File: config.mk
export PLATFORM = sky130hd
export DESIGN_NAME = gated_piso_shift
export DESIGN_NICKNAME = d
export VERILOG_FILES = /design/src/rtl/piso_pkg.sv /design/src/rtl/piso_line_sync.sv /design/src/rtl/piso_edge_detect.sv /design/src/rtl/piso_stages.sv /design/src/rtl/gated_piso_shift.sv
export SDC_FILE = /design/constraint.sdc
export NUM_CORES = 1
export LEC_CHECK = 0
export ABC_AREA = 1
export BUFFER_PORTS_ARGS = -buffer_cell sky130_fd_sc_hd__buf_2
export CAP_MARGIN = 15
export CORE_AREA = 4 4 41 43
export CTS_CLUSTER_DIAMETER = 150
export DETAILED_ROUTE_END_ITERATION = 16
export DIE_AREA = 0 0 45 47
export MAX_ROUTING_LAYER = met4
export PLACE_DENSITY = 0.73
export SYNTH_ARGS = -nofsm -noshare
export SYNTH_HDL_FRONTEND = slang
export SYNTH_HIERARCHICAL = 1
export SYNTH_SLANG_ARGS = --single-unit
File: constraint.sdc
create_clock -name clk -period 2.2 [get_ports clk]
set_input_delay 0.11 -clock clk [delete_from_list [all_inputs] [get_ports clk]]
set_output_delay 0.11 -clock clk [all_outputs]
set_load 0.005 [all_outputs]
File: src/rtl/piso_pkg.sv
package piso_pkg;

  typedef enum logic [1:0] {
    MODE_HOLD  = 2'd0,
    MODE_LOAD  = 2'd1,
    MODE_SHIFT = 2'd2
  } piso_mode_e;

  // Level of the combined shift clock: high only when both lines are low.
  function automatic logic f_nor2(input logic a, input logic b);
    return ~(a | b);
  endfunction

  // Next-state selector: load overrides a shift pulse, otherwise hold.
  function automatic piso_mode_e f_mode(input logic load_n, input logic pulse);
    if (!load_n)    return MODE_LOAD;
    else if (pulse) return MODE_SHIFT;
    else            return MODE_HOLD;
  endfunction

endpackage

File: src/rtl/piso_line_sync.sv
module piso_line_sync #(
  parameter int LINES  = 2,
  parameter int STAGES = 2
) (
  input  logic             clk,
  input  logic [LINES-1:0] d,
  output logic [LINES-1:0] q
);

  logic [LINES-1:0] chain [STAGES];

  // No reset: the chain keeps sampling during reset so the edge detector
  // leaves reset already aligned with the real line levels.
  always_ff @(posedge clk) begin
    chain[0] <= d;
    for (int s = 1; s < STAGES; s++) begin
      chain[s] <= chain[s-1];
    end
  end

  assign q = chain[STAGES-1];

endmodule

File: src/rtl/piso_edge_detect.sv
module piso_edge_detect #(
  parameter int SYNC_STAGES = 2
) (
  input  logic clk,
  input  logic rst,
  input  logic ck_a,
  input  logic ck_b,
  output logic shift_pulse
);

  logic [1:0] lines_sync;
  logic       nor_lvl;
  logic       nor_prev;

  piso_line_sync #(
    .LINES  (2),
    .STAGES (SYNC_STAGES)
  ) u_sync (
    .clk (clk),
    .d   ({ck_b, ck_a}),
    .q   (lines_sync)
  );

  assign nor_lvl = piso_pkg::f_nor2(lines_sync[0], lines_sync[1]);

  always_ff @(posedge clk) begin
    nor_prev <= nor_lvl;
  end

  // Falling edge of the combined NOR clock == rising edge of either line
  // while the other one is low.
  assign shift_pulse = !rst && nor_prev && !nor_lvl;

  AST_PULSE_SINGLE: assert property (@(posedge clk) disable iff (rst)
    shift_pulse |=> !shift_pulse);

  AST_INHIBIT_B: assert property (@(posedge clk) disable iff (rst)
    (lines_sync[1] && $past(lines_sync[1])) |-> !shift_pulse);

  AST_INHIBIT_A: assert property (@(posedge clk) disable iff (rst)
    (lines_sync[0] && $past(lines_sync[0])) |-> !shift_pulse);

endmodule

File: src/rtl/piso_stages.sv
module piso_stages #(
  parameter int WIDTH = 8
) (
  input  logic             clk,
  input  logic             rst,
  input  logic             load_n,
  input  logic             shift_pulse,
  input  logic             ser_in,
  input  logic [WIDTH-1:0] par_in,
  output logic [WIDTH-1:0] stage_q
);
  import piso_pkg::*;

  localparam int LAST = WIDTH - 1;

  piso_mode_e       mode;
  logic [WIDTH-1:0] next_q;

  assign mode = f_mode(load_n, shift_pulse);

  for (genvar i = 0; i < WIDTH; i++) begin : g_bit
    logic from_prev;
    if (i == 0) begin : g_first
      assign from_prev = ser_in;
    end else begin : g_rest
      assign from_prev = stage_q[i-1];
    end
    always_comb begin
      case (mode)
        MODE_LOAD:  next_q[i] = par_in[i];
        MODE_SHIFT: next_q[i] = from_prev;
        default:    next_q[i] = stage_q[i];
      endcase
    end
  end

  always_ff @(posedge clk) begin
    if (rst) stage_q <= '0;
    else     stage_q <= next_q;
  end

  AST_RESET_CLEAR: assert property (@(posedge clk)
    rst |=> (stage_q == '0));

  AST_LOAD_COPIES: assert property (@(posedge clk) disable iff (rst)
    !load_n |=> (stage_q == $past(par_in)));

  AST_LOAD_OVER_SHIFT: assert property (@(posedge clk) disable iff (rst)
    (!load_n && shift_pulse) |=> (stage_q == $past(par_in)));

  AST_SHIFT_MOVES: assert property (@(posedge clk) disable iff (rst)
    (load_n && shift_pulse) |=>
      (stage_q[0] == $past(ser_in)) &&
      (stage_q[LAST:1] == $past(stage_q[LAST-1:0])));

  AST_HOLD_STEADY: assert property (@(posedge clk) disable iff (rst)
    (load_n && !shift_pulse) |=> $stable(stage_q));

endmodule

File: src/rtl/gated_piso_shift.sv
module gated_piso_shift #(
  parameter int WIDTH       = 8,
  parameter int SYNC_STAGES = 2
) (
  input  logic             clk,
  input  logic             rst,
  input  logic             load_n,
  input  logic [WIDTH-1:0] par_in,
  input  logic             ser_in,
  input  logic             ck_a,
  input  logic             ck_b,
  output logic             q_last,
  output logic             q_last_n
);

  logic             shift_pulse;
  logic [WIDTH-1:0] stage_q;

  piso_edge_detect #(
    .SYNC_STAGES (SYNC_STAGES)
  ) u_edge (
    .clk         (clk),
    .rst         (rst),
    .ck_a        (ck_a),
    .ck_b        (ck_b),
    .shift_pulse (shift_pulse)
  );

  piso_stages #(
    .WIDTH (WIDTH)
  ) u_stages (
    .clk         (clk),
    .rst         (rst),
    .load_n      (load_n),
    .shift_pulse (shift_pulse),
    .ser_in      (ser_in),
    .par_in      (par_in),
    .stage_q     (stage_q)
  );

  assign q_last   = stage_q[WIDTH-1];
  assign q_last_n = ~stage_q[WIDTH-1];

  AST_OUT_AFTER_LOAD: assert property (@(posedge clk) disable iff (rst)
    !load_n |=> (q_last == $past(par_in[WIDTH-1])) && (q_last_n != q_last));

endmodule

---- Yosys cells after proc, flatten, opt, wreduce, memory -nomap -nowiden ----
Memories as Yosys holds them, arrays and structs flattened.
Index checks and enable logic that the tools add are counted.
Widths: inputs -> output; s select.
word-level totals
  flip-flop bits (word level) ............. 9
  bits in writable memories ............... 4
  bits of input ports ..................... 14
  output and inout bits ................... 2
  word-level logic and storage cells ...... 22
  memories ................................ 1
memories
  memory               depth  bits a word  rd ports  clocked after memory_dff  write ports  line                  source
  u_edge.u_sync.chain  2      2            2         0                         2            piso_line_sync.sv:10  logic [LINES-1:0] chain [STAGES];
operators by class
  equal/unequal tests ..................... 2
  multiplexer cells ....................... 10
  bitwise gates (word level) .............. 3
  reductions and logical operators ........ 4
operators by type and width
  operator            number
  $pmux 1 s2          8
  $mux 2              2
  $eq 2x1->1 const B  1
  $eq 2x2->1 const B  1
  $logic_and 1x1->1   2
  $not 1->1           2
  $reduce_bool 2->1   1
  $logic_not 1->1     1
  $or 1x1->1          1

---- Longest topological paths before layout ----
  depth after elaboration ................. 7
  gate-level depth with buffers ........... 9
  gate-level depth less buffers ........... 8

---- Modules after synthesis ----
Netlist, hierarchy kept.
modules (own cells, without submodules)
  module            times used  cells an instance  area each (um^2)  seq. area each (um^2)
  piso_stages       1           62                 431.7             160.2
  piso_line_sync    1           6                  95.1              80.1
  piso_edge_detect  1           5                  37.5              20.0
  gated_piso_shift  1           1                  3.8               0.0

---- Least setup slack after synthesis ----
OpenSTA, ideal clock, no wires.
  path kind ............................... flip-flop to flip-flop
  start point ............................. memory u_edge.u_sync.chain[1][1] (netlist: u_edge/u_sync/chain[0][3])
  end point ............................... register u_stages.stage_q[0]
  setup time .............................. 0.109 ns
  arrival ................................. 0.960 ns
  data required time ...................... 2.091 ns
  path slack .............................. 1.131 ns
  stages on the path, launching flop included .. 10
  buffers on the path ..................... 2
  clock period less this slack ............ 1.069 ns
  cells stage by stage .................... dfxtp_1 buf_4 nor2_2 nor2_1 buf_4 clkinv_2 nand3_1 nand3_1 nand2_1 inv_1
RTL lines
  element                 line                  source
  start: declaration      piso_line_sync.sv:10
  end signal: assignment  piso_stages.sv:39     else stage_q <= next_q;
  end: declaration        piso_stages.sv:10     output logic [WIDTH-1:0] stage_q

==> flow_summary.ini <==
[outcome]
outcome = finished, final reports clean

[floorplanning]
num_rows = 13
die_w_um = 45
pin_count = 16
core_area_mm2 = 0.00130
start_util = 0.437
dieArea_mm2 = 0.00212
fp.dieH_um = 47

[cts]
cts_max_path_buffers = 2
cts_buffers = 3
insertion_delay_ps = 280
h-tree-depth = 1
cts_tree = built
cts_resized = 0
cts.sinks = 13
clk_pin_slew_worst_paths_ps = 80
clockRootBuffer = clkbuf_4

[timing]
slew_viol_final = 0
setup_viol = 0
finalHoldViolCount = 0
relSlewSlack = 0.559
min_period_ps = 1560
fin_hold_ws_ps = 126
fin_setup_tns_ps = 0
fin_crit_sh = 0.710
finalClockSkew_ps = 1.94
setup_ws_ps = 638
max_freq_mhz = 640
tightestPinTransition_ps = 660
rsz0062_at_grt = no

[final_layout]
design_area_um2 = 654
fin_util = 0.503
drive_gt1_frac = 0.256
final_cells = 105
layout.nets = 105
n_antenna_cell = 0
fill_cells = 146
area_delta_synth_final_pct = 15.2

[placed_design]
gp_congestion = 0.856
dp_cells = 99
dpl_cell_area_um2 = 608
hpwl_um = 742
place_ws_ps = 664
numPortBuffers = 15

[grt]
overflow = 0
antenna_found_initial = 0
grt_pass1_vias = 387
grt_pass1_wl_mm = 1.65
grt_start_max_net_pins = 18
track_usage = 0.121

[detailed_routing]
via_count = 491
drt-initial-drc-count = 17
drcViolationCount = 0
wire_per_inst_um = 10.0
drt-pass1-iter-count = 4
antenna_left = 0
drt_wl_total_mm = 1.05
vias_per_cell = 4.68

[synth]
synth_seq_cells = 13
synth_area_leader_cell = dfxtp_1
syn_area_um2 = 568
async_flop_share = 0
synth_edf_count = 0
syn_inst = 74
synth_common_cells = nand3_1, nand2_1, dfxtp_1
synth_nets = 88
ys_seq_area_frac = 0.458
yosysTopAreaCellShare = 0.458
synth_cell_types = 12
synth-main-ff-cell = dfxtp_1
synth_area_leaders = dfxtp_1, nand3_1, nand2_1, inv_1, buf_4
synth.most_common_cell = nand3_1
yosys_warnings = 6
avgSynthCellArea_um2 = 7.68

[critical_path]
r2r-start = u_edge/u_sync/chain[0][3]$_DFF_P_
cp.arrival_ps = 1750
r2r-end = u_stages/stage_q[4]$_SDFFE_PP0P_
r2r_setup_slack_ps = 640
cp-start-kind = flop
crit_type = reg2reg
crit_path_max_fanout = 9
end_kind = flop
crit_end = u_stages/stage_q[4]$_SDFFE_PP0P_
crit_path_start = u_edge/u_sync/chain[0][3]$_DFF_P_
cp.required_ps = 2380
reg2reg_depth = 7

[pwr]
total_power_uw = 452
p_leak_nw = 0.361
ir_drop_v = 0.000350
powerDensity_mw_per_mm2 = 690

[job]
max-cap-violations = 0

[worst_hold_path]
hold_path.class = in2reg
-- state kept, by name, summed over array words and instances, names as in the netlist --
name / flops
u_edge/u_sync/chain: 4
u_stages/stage_q: 8
u_edge/nor_prev: 1
-- cell usage in the layout, fill, tap and decap left out, types with 2 or more instances in the layout --
cell type	Yosys	layout
nand3_1	22	22
buf_2	0	15
nand3_2	2	2
inv_1	11	11
clkbuf_4	0	3
dfxtp_1	13	13
nand2_1	17	17
dlygate4sd3_1	0	2
-- worst max-delay path, stage by stage, from the launching register on --
cell	delay [ps]
dfxtp_1	330
nor2_2	50
nor2_1	520
clkinv_2	270
nand3_1	120
nand3_1	80
nand2_1	60
inv_1	40
-- worst min-delay path by stage --
stage | from | endpoint | cells past startpoint
2_1_floorplan | ck_a | u_edge/u_sync/chain[0][0]$_DFF_P_ | 0
3_3_place_gp | ck_b | u_edge/u_sync/chain[0][1]$_DFF_P_ | 1
3_5_place_dp | ck_b | u_edge/u_sync/chain[0][1]$_DFF_P_ | 1
4_1_cts | par_in[5] | u_stages/stage_q[5]$_SDFFE_PP0P_ | 5
5_1_grt | par_in[1] | u_stages/stage_q[1]$_SDFFE_PP0P_ | 5
6_report | par_in[5] | u_stages/stage_q[5]$_SDFFE_PP0P_ | 5
-- power by group --
| part | total (mW) | internal [mW] | switching (mW) |
|---|---|---|---|
| registers | 0.255 | 0.248 | 0.00644 |
| clock network | 0.147 | 0.0704 | 0.0770 |
| logic | 0.0495 | 0.0228 | 0.0268 |
| total | 0.452 | 0.342 | 0.110 |
-- layout make-up --
cell class                 count  area [um2]  share of cell area
sequential                    13         260               0.398
multi-input combinational     43         204               0.312
inverter                      13        50.0              0.0765
timing repair buffer          17        95.1               0.145
tap                           15        18.8              0.0287
clock buffer                   4        26.3              0.0402
-- cells by family after synthesis --
logic type | synth area share
DFF | 0.458
buffers and inverters | 0.183
and+or+nand+nor | 0.359
-- repair_timing --
| item | 4_1_cts | 5_1_grt |
|---|---|---|
| hold buffers | 2 | 0 |
| endpoints found under the hold margin | 2 | 0 |
| setup buffers | 0 | 0 |
-- per-layer routing --
layer	GRT usage	wire length, um
met5	-	0
met4	0.123	44
met3	0.0345	58
met2	0.169	496
met1	0.134	451
Power figures use the tool's default switching activity.
